**src/rtl/cit_pkg.sv**
```systemverilog
package cit_pkg;
    typedef enum logic [0:0] {
        SEQ_IDLE = 1'b0,
        SEQ_POST = 1'b1
    } seq_e;

    localparam int IRQ_W    = 2;
    localparam int IRQ_DONE = 0;
    localparam int IRQ_TFE  = 1;
endpackage

```
**src/rtl/cit_slot_vec.sv**
```systemverilog
module cit_slot_vec #(
    parameter int W = 32
) (
    input  logic         clk,
    input  logic         rst_n,
    input  logic [W-1:0] set_i,
    input  logic [W-1:0] clr_i,
    input  logic         zero_i,
    output logic [W-1:0] q_o
);
    logic [W-1:0] q_q;

    // zeroing beats clearing, clearing beats setting
    always_ff @(posedge clk) begin
        if (!rst_n)      q_q <= '0;
        else if (zero_i) q_q <= '0;
        else             q_q <= (q_q | set_i) & ~clr_i;
    end

    assign q_o = q_q;
endmodule

```
**src/rtl/cit_irq_ctrl.sv**
```systemverilog
module cit_irq_ctrl
    import cit_pkg::*;
(
    input  logic             clk,
    input  logic             rst_n,
    input  logic [IRQ_W-1:0] req_i,
    input  logic             w1c_wr_i,
    input  logic [IRQ_W-1:0] w1c_i,
    input  logic             ie_wr_i,
    input  logic [IRQ_W-1:0] ie_i,
    output logic [IRQ_W-1:0] sts_o,
    output logic [IRQ_W-1:0] irq_o
);
    seq_e             seq_q, seq_d;
    logic [IRQ_W-1:0] pend_q;
    logic [IRQ_W-1:0] sts_q, sts_d;
    logic [IRQ_W-1:0] ie_q;

    // state register and the registers that follow it
    always_ff @(posedge clk) begin
        if (!rst_n) begin
            seq_q  <= SEQ_IDLE;
            pend_q <= '0;
            sts_q  <= '0;
            ie_q   <= '0;
        end else begin
            seq_q  <= seq_d;
            pend_q <= req_i;
            sts_q  <= sts_d;
            if (ie_wr_i) ie_q <= ie_i;
        end
    end

    // next state
    always_comb begin
        seq_d = seq_q;
        unique case (seq_q)
            SEQ_IDLE: if (|req_i) seq_d = SEQ_POST;
            SEQ_POST: seq_d = (|req_i) ? SEQ_POST : SEQ_IDLE;
            default:  seq_d = SEQ_IDLE;
        endcase
    end

    // outputs: clear first, then a posted request wins
    always_comb begin
        sts_d = sts_q;
        if (w1c_wr_i) sts_d = sts_d & ~w1c_i;
        unique case (seq_q)
            SEQ_POST: sts_d = sts_d | pend_q;
            SEQ_IDLE: sts_d = sts_d;
            default:  sts_d = sts_d;
        endcase
    end

    assign sts_o = sts_q;
    assign irq_o = sts_q & ie_q;
endmodule

```
**src/rtl/cmd_issue_tracker.sv**
```systemverilog
module cmd_issue_tracker
    import cit_pkg::*;
#(
    parameter int NSLOT = 32,
    localparam int SW   = $clog2(NSLOT)
) (
    input  logic             clk,
    input  logic             rst_n,
    input  logic             ci_set_wr,
    input  logic [NSLOT-1:0] ci_set_data,
    input  logic             sact_set_wr,
    input  logic [NSLOT-1:0] sact_set_data,
    input  logic             st_wr,
    input  logic             st_data,
    input  logic             ie_wr,
    input  logic [1:0]       ie_data,
    input  logic             sts_clr_wr,
    input  logic [1:0]       sts_clr_data,
    input  logic             d2h_valid,
    input  logic [SW-1:0]    d2h_slot,
    input  logic             d2h_ncq,
    input  logic             d2h_err,
    input  logic             d2h_bsy,
    input  logic             d2h_drq,
    input  logic             d2h_ibit,
    input  logic             sdb_valid,
    input  logic [NSLOT-1:0] sdb_done,
    input  logic             sdb_err,
    input  logic             sdb_ibit,
    input  logic             port_reset,
    input  logic             soft_reset,
    output logic [NSLOT-1:0] ci_o,
    output logic [NSLOT-1:0] sact_o,
    output logic             st_o,
    output logic [1:0]       int_sts_o,
    output logic             irq_done_o,
    output logic             irq_tfe_o
);
    logic             st_q;
    logic             st_fall;
    logic             d2h_clean;
    logic [NSLOT-1:0] slot_1h;
    logic [NSLOT-1:0] ci_set, ci_clr, sact_set, sact_clr;
    logic             ci_zero;
    logic [IRQ_W-1:0] irq_req;
    logic [IRQ_W-1:0] irq_vec;

    always_ff @(posedge clk) begin
        if (!rst_n)     st_q <= 1'b0;
        else if (st_wr) st_q <= st_data;
    end

    assign st_fall   = st_wr & ~st_data & st_q;
    assign d2h_clean = d2h_valid & ~d2h_err & ~d2h_bsy & ~d2h_drq;
    assign slot_1h   = {{(NSLOT-1){1'b0}}, 1'b1} << d2h_slot;

    assign ci_set   = ci_set_wr   ? ci_set_data   : '0;
    assign sact_set = sact_set_wr ? sact_set_data : '0;
    assign ci_clr   = d2h_clean   ? slot_1h       : '0;
    assign sact_clr = sdb_valid   ? sdb_done      : '0;
    assign ci_zero  = st_fall | port_reset | soft_reset;

    assign irq_req[IRQ_DONE] = (d2h_clean & ~d2h_ncq & d2h_ibit)
                             | (sdb_valid & ~sdb_err & sdb_ibit);
    assign irq_req[IRQ_TFE]  = (d2h_valid & d2h_err) | (sdb_valid & sdb_err);

    cit_slot_vec #(.W(NSLOT)) u_ci (
        .clk    (clk),
        .rst_n  (rst_n),
        .set_i  (ci_set),
        .clr_i  (ci_clr),
        .zero_i (ci_zero),
        .q_o    (ci_o)
    );

    cit_slot_vec #(.W(NSLOT)) u_sact (
        .clk    (clk),
        .rst_n  (rst_n),
        .set_i  (sact_set),
        .clr_i  (sact_clr),
        .zero_i (st_fall),
        .q_o    (sact_o)
    );

    cit_irq_ctrl u_irq (
        .clk      (clk),
        .rst_n    (rst_n),
        .req_i    (irq_req),
        .w1c_wr_i (sts_clr_wr),
        .w1c_i    (sts_clr_data),
        .ie_wr_i  (ie_wr),
        .ie_i     (ie_data),
        .sts_o    (int_sts_o),
        .irq_o    (irq_vec)
    );

    assign st_o       = st_q;
    assign irq_done_o = irq_vec[IRQ_DONE];
    assign irq_tfe_o  = irq_vec[IRQ_TFE];
endmodule

```
**config.mk**
```make
export PLATFORM = sky130hd
export DESIGN_NAME = cmd_issue_tracker
export DESIGN_NICKNAME = d
export VERILOG_FILES = /design/src/rtl/cit_pkg.sv /design/src/rtl/cit_slot_vec.sv /design/src/rtl/cit_irq_ctrl.sv /design/src/rtl/cmd_issue_tracker.sv
export SDC_FILE = /design/constraint.sdc
export NUM_CORES = 1
export LEC_CHECK = 0
export BUFFER_PORTS_ARGS = -buffer_cell sky130_fd_sc_hd__buf_2
export CAP_MARGIN = 20
export CORE_ASPECT_RATIO = 0.5
export CORE_MARGIN = 5
export CORE_UTILIZATION = 44
export CTS_CLUSTER_DIAMETER = 30
export DETAILED_ROUTE_END_ITERATION = 10
export PLACE_DENSITY = 0.89
export SYNTH_ARGS = -nofsm -noshare
export SYNTH_HDL_FRONTEND = slang
export SYNTH_SLANG_ARGS = --single-unit
```
**constraint.sdc**
```tcl
create_clock -name clk -period 4.8 [get_ports clk]
set_input_delay 0.96 -clock clk [delete_from_list [all_inputs] [get_ports clk]]
set_output_delay 0.96 -clock clk [all_outputs]
set_load 0.03 [all_outputs]
```
# Word-level counts from Yosys, hierarchy flattened
# Cells that the tools add are included.
# totals
ramBits,0
mem_bits_ro,0
latch_bits,0
regBits,72
n_memories,0
input_bits,124
# classes
n_reduce_logical,3
n_div,0
n_eq_ne,0
magnitude_cmp,0
addsub,0
n_bitwise,33
shifts,1
muxes,7
multipliers,0
# op_table
cell,count
$mux W32,4
$and A32 B32 Y32,2
$not A32 Y32,2
$or A32 B32 Y32,2
$shl A1 B5 Y32 const A,1
$and A1 B1 Y1,11
$not A1 Y1,8
$reduce_or A2 Y1,3
$and A2 B2 Y2,2
$or A1 B1 Y1,4
$pmux W2 S2,1
$mux W2,1
$not A2 Y2,1
$or A2 B2 Y2,1
$mux W1,1

# Logic depth before layout (Yosys ltp)
# Gate-level depths: netlist of run 1.
# logic_depth
depth_word,9
ltp_mapped,4
depth_no_buf,3

# By module
# From an unflattened synthesis of run 1, not the netlist that was laid out.
# hier_totals
hier_cells,391
area_unflattened_um2,3560.9
# by_module_without_submodules
mod,n_inst,area_each_um2,cells_per_inst,seq_area_each_um2
cit_slot_vec,2,1118.6,100,640.6
cmd_issue_tracker,1,1078.5,169,20.0
cit_irq_ctrl,1,245.2,22,140.1

# Worst setup path after synthesis of run 1
# OpenSTA, ideal clock, no wires.
# synth_path
path_kind,input to register
from,in d2h_err
to,reg u_ci.q_q[16] (netlist: u_ci.q_o[16])
required_time_ns,4.659
cell_stages,4
path_buffers,1
slack_ns,2.612
t_arrival_ns,2.046
setup_ns,0.141
path_cell_list,or4b_1 > buf_6 > nor4b_4 > a211oi_1
# synth_between
elab_chain_cells,7
# synth_rtl
item,line_no,text
start: declaration,cmd_issue_tracker.sv:22,"input logic d2h_err,"
$not A1 Y1,cmd_issue_tracker.sv:54,assign d2h_clean = d2h_valid & ~d2h_err & ~d2h_bsy & ~d2h_drq;
$and A1 B1 Y1 (3 in series),cmd_issue_tracker.sv:54,
$mux W32,cmd_issue_tracker.sv:59,assign ci_clr = d2h_clean ? slot_1h : '0;
$not A32 Y32,cit_slot_vec.sv:17,else q_q <= (q_q | set_i) & ~clr_i;
$and A32 B32 Y32,cit_slot_vec.sv:17,
end signal: assignment,cit_slot_vec.sv:17,
end: declaration,cit_slot_vec.sv:11,logic [W-1:0] q_q;
# No other way between the ends.
# A chain may end at the register's enable or synchronous reset.

# Worst setup path after layout of run 1
# layout_path
from,in d2h_err
to,reg u_ci.q_q[20] (netlist: u_ci.q_o[20])
# Same word-level chain as after synthesis.

==> run_results.csv, run 1 <==
group,metric,value,unit
global_route,antenna_found_initial,0,
floorplanning,io_pins,193,
floorplanning,start_util,45.12,%
final_layout,final_common_cell,"buf_2",
cts,cts_resized,0,
cts,clk_latency,0.32,ns
worst_setup_path,crit-reg2reg-launch,"st_o",
worst_setup_path,critPathArrivalTime,2.38,ns
power_and_ir_drop,power_frac_seq,43.8,%
worst_setup_path,max_stage_delay,0.75,ns
routing,drc,0,
power_and_ir_drop,peakVddDrop,0.3589,mV
power_and_ir_drop,power_frac_comb,13.6,%
cts,cts_buffers,9,
logic_synthesis,synth_fp_nets,391,
run,cap_violations,0,
timing,period_minus_slack,2.210,ns
floorplanning,die_h,65.73,um
global_route,grt-ovfl-total,0,
place,gp_congestion,0.7849,
routing,wirelength,8290,um
place,port_buffers,192,
timing,fin_hold_ws,0.4900,ns
logic_synthesis,ys_warn_count,0,
cts,cts_hold_buf,0,
global_route,grt_pass1_vias,2750,
outcome,run_status,"completed",
worst_setup_path,cp.required,4.97,ns
floorplanning,die-area,7982,um^2
routing,drt_iter0_markers,90,
timing,worst_slack,2.590,ns
routing,first_pass_iters,4,
worst_setup_path,worstSetupEndpointType,"register",
place,post-dp-hpwl,6385,um
timing,relSlewSlack,54.69,%
global_route,grt_pass1_wl,13120,um
routing,viasPerCell,5.112,
timing,setup-violations-final,0,
final_layout,nNetsFinal,576,
power_and_ir_drop,internal-power,0.001090,W
logic_synthesis,ys_seq_elements,72,
global_route,grt_max_degree,35,
worst_setup_path,critPathTopFamily,"simple AND/OR/NAND/NOR gates",
final_layout,areaGrowthSynthToFinish,45.60,%
power_and_ir_drop,power.density,363.9,nW/um^2
cts,clk_pin_slew,0.05,ns
final_layout,antenna_cells,0,
cts,cts_tree,"built",
timing,slew_violations,0,
min_path,hold_class,"register to register",
timing,max_freq,0.4525,GHz
worst_setup_path,start_kind,"input pin",
logic_synthesis,synth_cells,267,
worst_setup_path,slowest_stage,"or4b_1",
logic_synthesis,synth.cell_area,2733,um^2
floorplanning,die_x,121.5,um
cts,cts_setup_buffers,0,
power_and_ir_drop,net-switching-power,0.0003582,W
worst_setup_path,cp-startpoint,"d2h_err",
final_layout,layout_common_cells,"buf_2 (192), dfxtp_1 (72), a21oi_1 (64)",
timing,worst_slew_pin_slew,0.6772,ns
logic_synthesis,synth.yosys.seq_area_share,52.75,%
min_path,min_from,"u_irq.pend_q[1]",
worst_setup_path,cp_max_fo,6,
routing,routedWlPerCell,15.21,um
cts,h-tree-depth,3,
timing,rsz0062_at_grt,"false",
worst_setup_path,path_class,"input pin to register",
timing,min_period_over_period,46.04,%
routing,via_count,2786,
worst_setup_path,worstPathCellList,"buf_2 -> or4b_1 -> nor3_1 -> a211oi_1",
worst_setup_path,path_buf_inv,1,
floorplanning,core,6056,um^2
global_route,grt_util_all_layers,20.87,%
place,dpl_worst_slack,2.196,ns
final_layout,drive_above_1_share,47.48,%
logic_synthesis,synth.distinct_cells,32,
timing,fin_setup_tns,0,ns
timing,fin_skew,0.003198,ns
power_and_ir_drop,p_sw_share,24.74,%
floorplanning,row_count,20,
cts,cts_buffer_depth,2,
timing,hold_viol,0,
logic_synthesis,synth.avg_cell_area,10.23,um^2
cts,cts-root-buf,"clkbuf_16",
cts,cts_sinks,72,
power_and_ir_drop,pwr-share-clk,42.6,%
power_and_ir_drop,leakage,1.894,nW
routing,ant_nets,0,
## area by class of cell
type	count	area, um^2
sequential	72	1441
multi-input combinational	175	1162
clock buffer	13	270.3
tap	88	110.1
clock inverter	3	15.01
inverter	1	3.754
fill	557	2077
timing repair buffer	193	975.9
## state kept, by name (all words and copies together), names as in the netlist
signal	cells
st_o	1
u_ci.q_o	32
u_irq.ie_q	2
u_irq.pend_q	2
u_irq.seq_q	1
u_irq.sts_o	2
u_sact.q_o	32
## per-stage QoR
stage / util, % / cell area (um^2) / std cells / total power, W
after CTS: 65.45 / 3964 / 544 / 0.001462
after global placement: 60.74 / 3679 / 528 / 0.0008382
after detailed placement: 60.74 / 3679 / 528 / 0.0008427
final: 65.70 / 3979 / 545 / 0.001448
after floorplan: - / 2733 / 267 / 0.0007550
after global routing: 65.70 / 3979 / 545 / 0.001516
## cells by family (layout without fill, tap and decap cells)
family / after synthesis / count (layout) / synth area share, %
simple gates: 39 / 39 / 10.81
flops: 72 / 72 / 52.75
mux: 3 / 3 / 1.099
compound gates: 133 / 133 / 30.63
buf+inv: 20 / 210 / 4.716
## worst reg2reg max path, delay by kind of cell, from the launching register on
kind | cells | cell delay, ns
simple gates | 2 | 0.66
buf+inv | 1 | 0.33
flops | 1 | 0.32
compound gates | 1 | 0.25
## power by group through the flow
stage | logic (W) | clock network [W] | registers (W)
after floorplan | 0.0000670 | 0 | 0.000688
after global placement | 0.000193 | 0 | 0.000645
after detailed placement | 0.000197 | 0 | 0.000646
after CTS | 0.000197 | 0.000632 | 0.000634
after global routing | 0.000215 | 0.000664 | 0.000636
final | 0.000197 | 0.000617 | 0.000634
## worst paths after layout
| kind | cells after the start | slack (ns) | end |
|---|---|---|---|
| setup / recovery | 4 | 2.59 | u_ci.q_o[20] |
| hold / removal | 2 | 0.49 | u_irq.sts_o[1] |
| setup reg to reg | 4 | 3.14 | u_sact.q_o[1] |
| hold reg to reg | 2 | 0.49 | u_irq.sts_o[1] |
## synthesized netlist by cell type
library cell	number	share of area, %
a211oi_1	60	16
a21o_1	4	1.1
a21oi_1	64	12
a22oi_1	3	0.82
and2_1	2	0.46
and2_2	1	0.27
and2b_2	2	0.64
and4b_1	2	0.73
buf_6	2	0.82
clkbuf_1	11	1.5
clkbuf_2	1	0.18
clkbuf_8	2	1.0
clkdlybuf4s18_2	1	0.37
clkdlybuf4s25_2	1	0.37
dfxtp_1	72	53
dlygate4sd1_1	1	0.32
inv_1	1	0.14
mux2i_1	3	1.1
nand2_1	5	0.69
nand2_2	1	0.23
nand3_1	6	1.1
nand3b_1	1	0.27
nand4b_1	1	0.32
nor2_1	10	1.4
nor3_1	1	0.18
nor3b_2	1	0.46
nor4_4	1	0.78
nor4b_1	1	0.32
nor4b_4	3	2.6
o21ai_0	1	0.18
o221ai_1	1	0.32
or4b_1	1	0.37
## metal layers
metal | global-route usage [%] | vias to the layer above | routed length (um)
li1 | - | 1394 | -
met1 | 24.04 | 1307 | 3335
met5 | 0 | - | 0
met2 | 37.53 | 74 | 4355
met3 | 5.331 | 11 | 478
met4 | 8.101 | 0 | 121
Power figures use the tool's default switching activity.
==> run 2, diff against run 1 <==
--- a/config.mk
+++ b/config.mk
@@ -5,14 +5,15 @@
 export SDC_FILE = /design/constraint.sdc
 export NUM_CORES = 1
 export LEC_CHECK = 0
+export ABC_AREA = 1
 export BUFFER_PORTS_ARGS = -buffer_cell sky130_fd_sc_hd__buf_2
 export CAP_MARGIN = 20
 export CORE_ASPECT_RATIO = 0.5
 export CORE_MARGIN = 5
-export CORE_UTILIZATION = 44
+export CORE_UTILIZATION = 45
 export CTS_CLUSTER_DIAMETER = 30
 export DETAILED_ROUTE_END_ITERATION = 10
-export PLACE_DENSITY = 0.89
+export PLACE_DENSITY = 0.85
 export SYNTH_ARGS = -nofsm -noshare
 export SYNTH_HDL_FRONTEND = slang
 export SYNTH_SLANG_ARGS = --single-unit
==> constraint.sdc (replaced) <==
create_clock -name clk -period 2.2 [get_ports clk]
set_input_delay 0.44 -clock clk [delete_from_list [all_inputs] [get_ports clk]]
set_output_delay 0.44 -clock clk [all_outputs]
set_load 0.03 [all_outputs]
==> run_results.csv, run 2 <==
group,metric,value,unit
timing,min_period_over_period,64.63,%
final_layout,areaGrowthSynthToFinish,32.70,%
floorplanning,io_pins,193,
cts,cts_buffers,9,
floorplanning,start_util,47.05,%
worst_setup_path,worstPathCellList,"nand2_1 -> inv_1 -> buf_2",
place,placed_cell_area,4385,um^2
timing,period_minus_slack,1.422,ns
power_and_ir_drop,peakVddDrop,0.4311,mV
worst_setup_path,critPathArrivalTime,0.98,ns
worst_setup_path,start_kind,"register",
place,post-dp-hpwl,7073,um
cts,clk_pin_slew,0.05,ns
global_route,grt_pass1_wl,14860,um
routing,via_count,3498,
logic_synthesis,synth_most_common_cell,"nand2_1",
cts,cts_setup_buffers,0,
cts,cts_resized,0,
worst_setup_path,crit-reg2reg-launch,"st_o",
logic_synthesis,synth.distinct_cells,23,
worst_setup_path,cp_max_fo,3,
logic_synthesis,synth.avg_cell_area,7.703,um^2
routing,drc,0,
logic_synthesis,async_reset_ff_share,0,%
worst_setup_path,worstSetupEndpointType,"output pin",
final_layout,final_area,4641,um^2
logic_synthesis,ys_top_cells_by_area,"dfxtp_1 (41%), nand2_1 (12%), nor3b_2 (11%)",
outcome,run_status,"completed",
cts,cts_buffer_depth,2,
cts,clk_latency,0.32,ns
power_and_ir_drop,leakage,2.383,nW
global_route,grt_pass1_vias,3285,
logic_synthesis,synth.cell_area,3497,um^2
logic_synthesis,synth_fp_nets,578,
place,gp_congestion,0.7920,
cts,cts_hold_buf,0,
run,cap_violations,0,
logic_synthesis,synthTopCellsByCount,"nand2_1 (108), dfxtp_1 (72), nor2_1 (67)",
timing,fin_skew,0.002926,ns
logic_synthesis,ys_seq_elements,72,
floorplanning,core,7432,um^2
global_route,antenna_found_initial,0,
routing,drt_iter0_markers,178,
global_route,grt-ovfl-total,0,
logic_synthesis,synth_cells,454,
timing,rsz0062_at_grt,"false",
worst_setup_path,slowest_stage,"dfxtp_1",
timing,relSlewSlack,59.17,%
final_layout,final_common_cell,"buf_2",
routing,wirelength,9429,um
worst_setup_path,cp-startpoint,"u_irq.sts_o[0]",
floorplanning,die_x,134.7,um
routing,viasPerCell,4.785,
floorplanning,row_count,22,
min_path,hold_class,"input pin to register",
timing,max_freq,0.7033,GHz
power_and_ir_drop,power.density,677.6,nW/um^2
cts,cts_tree,"built",
cts,h-tree-depth,3,
logic_synthesis,yosysTopAreaCell,"dfxtp_1",
place,port_buffers,192,
global_route,grt_util_all_layers,18.66,%
cts,cts_sinks,72,
routing,routedWlPerCell,12.90,um
logic_synthesis,ys_warn_count,0,
logic_synthesis,synth.yosys.seq_area_share,41.22,%
logic_synthesis,synth_edf_count,0,
timing,setup-violations-final,0,
cts,cts-root-buf,"clkbuf_16",
timing,hold_viol,0,
floorplanning,die_h,72.34,um
min_path,min_from,"ie_data[1]",
final_layout,antenna_cells,0,
timing,worst_slew_pin_slew,0.6125,ns
final_layout,layout_common_cells,"buf_2 (192), nand2_1 (108), dfxtp_1 (72)",
final_layout,nNetsFinal,756,
routing,first_pass_iters,5,
logic_synthesis,synth-main-ff-cell,"dfxtp_1",
timing,fin_setup_tns,0,ns
logic_synthesis,synth_top_area_share,41.22,%
worst_setup_path,path_class,"register to output pin",
worst_setup_path,cp.required,1.76,ns
routing,ant_nets,0,
worst_setup_path,max_stage_delay,0.36,ns
timing,slew_violations,0,
global_route,grt_max_degree,38,
floorplanning,die-area,9741,um^2
final_layout,drive_above_1_share,39.37,%
[run 2: cell count changes in the layout (fill, tap and decap cells not counted), moves of 29 or more]
cell / delta
nand2_1: +103
nor2_1: +57
inv_1: +44
nor3b_2: +29
nand4_1: +48
a21oi_1: -30
a211oi_1: -59
[run 2: worst paths after layout]
check / slack (ns) / cells after the start / endpoint
max: 0.78 / 3 / irq_done_o
max reg2reg: 1.00 / 4 / u_sact.q_o[4]
min: 0.35 / 3 / u_irq.ie_q[1]
min reg2reg: 0.46 / 2 / u_irq.sts_o[1]
[run 2: where the power goes]
group	switching, W	leakage (nW)	total (W)	internal [W]
Combinational	0.000308	1.67	0.000506	0.000198
Sequential	0.0000258	0.588	0.00138	0.00136
Clock	0.000475	0.126	0.00125	0.000779
Total	0.000808	2.38	0.00314	0.00234
[run 2: cells by family (layout without fill, tap and decap cells)]
logic type,after synthesis,after routing,share of synthesized area (%)
simple gates,267,267,41.72
buf+inv,77,258,11.52
compound gates,38,38,5.546
flops,72,72,41.22
[run 2: worst max-delay path: cells and delay by family, from the launching register on]
family,cells,cell delay (ns)
flops,1,0.36
buf+inv,2,0.23
simple gates,1,0.07
[run 2: layout make-up]
| class | instances | area, um^2 |
|---|---|---|
| Sequential cell | 72 | 1441 |
| Multi-Input combinational cell | 305 | 1653 |
| Tap cell | 96 | 120.1 |
| Inverter | 48 | 180.2 |
| Clock buffer | 13 | 250.2 |
| Fill cell | 678 | 2791 |
| Timing Repair Buffer | 196 | 991.0 |
| Clock inverter | 1 | 5.005 |
[run 2: routing by layer]
layer	wire length, um	vias up	global-route usage, %
met5	0	-	0
met2	4914	105	34.20
li1	-	1824	-
met4	190	0	7.223
met3	586	20	5.402
met1	3737	1549	20.75
[run 2: metrics by stage]
stage	utilization [%]	setup slack (ns)	instances	total power [W]	hold slack [ns]
2_1_floorplan	-	0.9725	454	0.001741	0.4273
5_1_grt	62.44	0.7314	731	0.003291	0.3519
3_5_place_dp	59.01	0.7363	717	0.001921	0.4553
4_1_cts	62.44	0.7613	731	0.003183	0.3325
3_3_place_gp	59.01	0.7877	717	0.001907	0.4421
6_report	62.44	0.7782	731	0.003144	0.3467
==> run 3, diff against run 2 <==
==> constraint.sdc (replaced) <==
create_clock -name clk -period 1.39 [get_ports clk]
set_input_delay 0.278 -clock clk [delete_from_list [all_inputs] [get_ports clk]]
set_output_delay 0.278 -clock clk [all_outputs]
set_load 0.03 [all_outputs]
==> run_results.csv, run 3 (synthesized netlist as in run 2, its figures left out) <==
group,metric,value,unit
final_layout,layout_common_cells,"buf_2 (192), nand2_1 (108), dfxtp_1 (72)",
final_layout,nNetsFinal,758,
routing,drt_iter0_markers,161,
global_route,antenna_found_initial,0,
final_layout,fin_cells,735,
cts,h-tree-depth,3,
global_route,grt_pass1_vias,3494,
timing,max_freq,0.8216,GHz
routing,routedWlPerCell,13.37,um
global_route,grt-ovfl-total,0,
timing,worst_slew_pin_slew,0.6012,ns
final_layout,final_common_cell,"buf_2",
timing,fin_skew,0.004790,ns
final_layout,num-fill-cells,679,
floorplanning,die-area,9741,um^2
power_and_ir_drop,leakage,2.425,nW
floorplanning,io_pins,193,
cts,cts_buffers,9,
run,cap_violations,0,
worst_setup_path,cp.required,1.11,ns
timing,period_minus_slack,1.217,ns
floorplanning,die_x,134.7,um
routing,first_pass_iters,4,
cts,clk_pin_slew,0.05,ns
routing,ant_nets,0,
place,gp_congestion,0.8252,
power_and_ir_drop,internal-power,0.003730,W
worst_setup_path,start_kind,"register",
cts,cts_tree,"built",
cts,cts_hold_buf,0,
routing,via_count,3541,
floorplanning,start_util,47.05,%
timing,slew_violations,0,
timing,min_period_over_period,87.56,%
final_layout,antenna_cells,0,
timing,hold_viol,0,
min_path,hold_class,"input pin to register",
power_and_ir_drop,pwr-share-clk,40.2,%
final_layout,drive_above_1_share,39.91,%
cts,clk_latency,0.31,ns
floorplanning,die_h,72.34,um
floorplanning,row_count,22,
final_layout,areaGrowthSynthToFinish,35.24,%
cts,cts_sinks,72,
outcome,run_status,"completed",
power_and_ir_drop,p_sw_share,26.21,%
routing,wirelength,9829,um
place,post-dp-hpwl,7298,um
cts,cts-root-buf,"clkbuf_16",
timing,fin_setup_tns,0,ns
worst_setup_path,path_class,"register to output pin",
global_route,grt_pass1_wl,15650,um
worst_setup_path,critPathArrivalTime,0.94,ns
cts,cts_buffer_depth,2,
place,port_buffers,192,
place,placed_cells,719,
place,dpl_worst_slack,0.1509,ns
global_route,grt_util_all_layers,19.50,%
timing,rsz0062_at_grt,"false",
timing,worst_slack,0.1729,ns
timing,relSlewSlack,59.92,%
power_and_ir_drop,power.density,1069,nW/um^2
power_and_ir_drop,p_total,0.005055,W
power_and_ir_drop,power_frac_comb,16.5,%
power_and_ir_drop,power_frac_seq,43.3,%
power_and_ir_drop,net-switching-power,0.001325,W
worst_setup_path,worstSetupEndpointType,"output pin",
timing,setup-violations-final,0,
routing,drc,0,
power_and_ir_drop,peakVddDrop,0.6860,mV
floorplanning,core,7432,um^2
global_route,grt_max_degree,35,
worst_setup_path,cp_max_fo,3,
final_layout,final_core_util,63.64,%
cts,cts_setup_buffers,0,
cts,cts_resized,0,
routing,viasPerCell,4.818,
==> run 3: critical path: stages, from the launching register on <==
cell	delay, ns
dfxtp_1	0.33
nand2_1	0.06
inv_1	0.04
buf_2	0.19
==> run 3: power groups by stage <==
stage | clock network [W] | registers [W] | logic [W]
after floorplan | 0 | 0.00238 | 0.000379
after global placement | 0 | 0.00223 | 0.000817
after detailed placement | 0 | 0.00223 | 0.000838
after CTS | 0.00209 | 0.00219 | 0.000841
after global routing | 0.00220 | 0.00220 | 0.000913
final | 0.00203 | 0.00219 | 0.000834
==> run 3: path summary, 6_finish.rpt <==
kind | startpoint | to | slack (ns) | cells after the start
max | u_irq.sts_o[0] | irq_done_o | 0.17 | 3
min | ie_data[1] | u_irq.ie_q[1] | 0.19 | 3
max reg2reg | st_o | u_ci.q_o[24] | 0.31 | 4
min reg2reg | u_irq.pend_q[1] | u_irq.sts_o[1] | 0.46 | 2
==> run 3: final cells by class <==
class | count | area (um^2) | share of cell area, %
clock buffers | 12 | 246.5 | 5.212
well taps | 96 | 120.1 | 2.540
flip-flops and latches | 72 | 1441 | 30.48
multi-input cells | 305 | 1653 | 34.95
clock inverters | 4 | 20.02 | 0.4233
inverters | 48 | 180.2 | 3.810
repair buffers | 198 | 1069 | 22.59
==> run 3: routing by layer <==
| metal | wire, um | vias to the layer above | global-route usage, % |
|---|---|---|---|
| met5 | 0 | - | 0 |
| met4 | 116 | 0 | 4.740 |
| met3 | 633 | 11 | 6.163 |
| met2 | 5319 | 100 | 38.35 |
| met1 | 3758 | 1600 | 20.41 |
| li1 | - | 1830 | - |
==> run 3: metrics by stage <==
step / hold slack (ns) / area (um^2)
finish: 0.1915 / 4730
global route: 0.1954 / 4730
CTS: 0.1859 / 4730
detailed placement: 0.4542 / 4463
global placement: 0.4389 / 4463
floorplan: 0.3770 / 3497
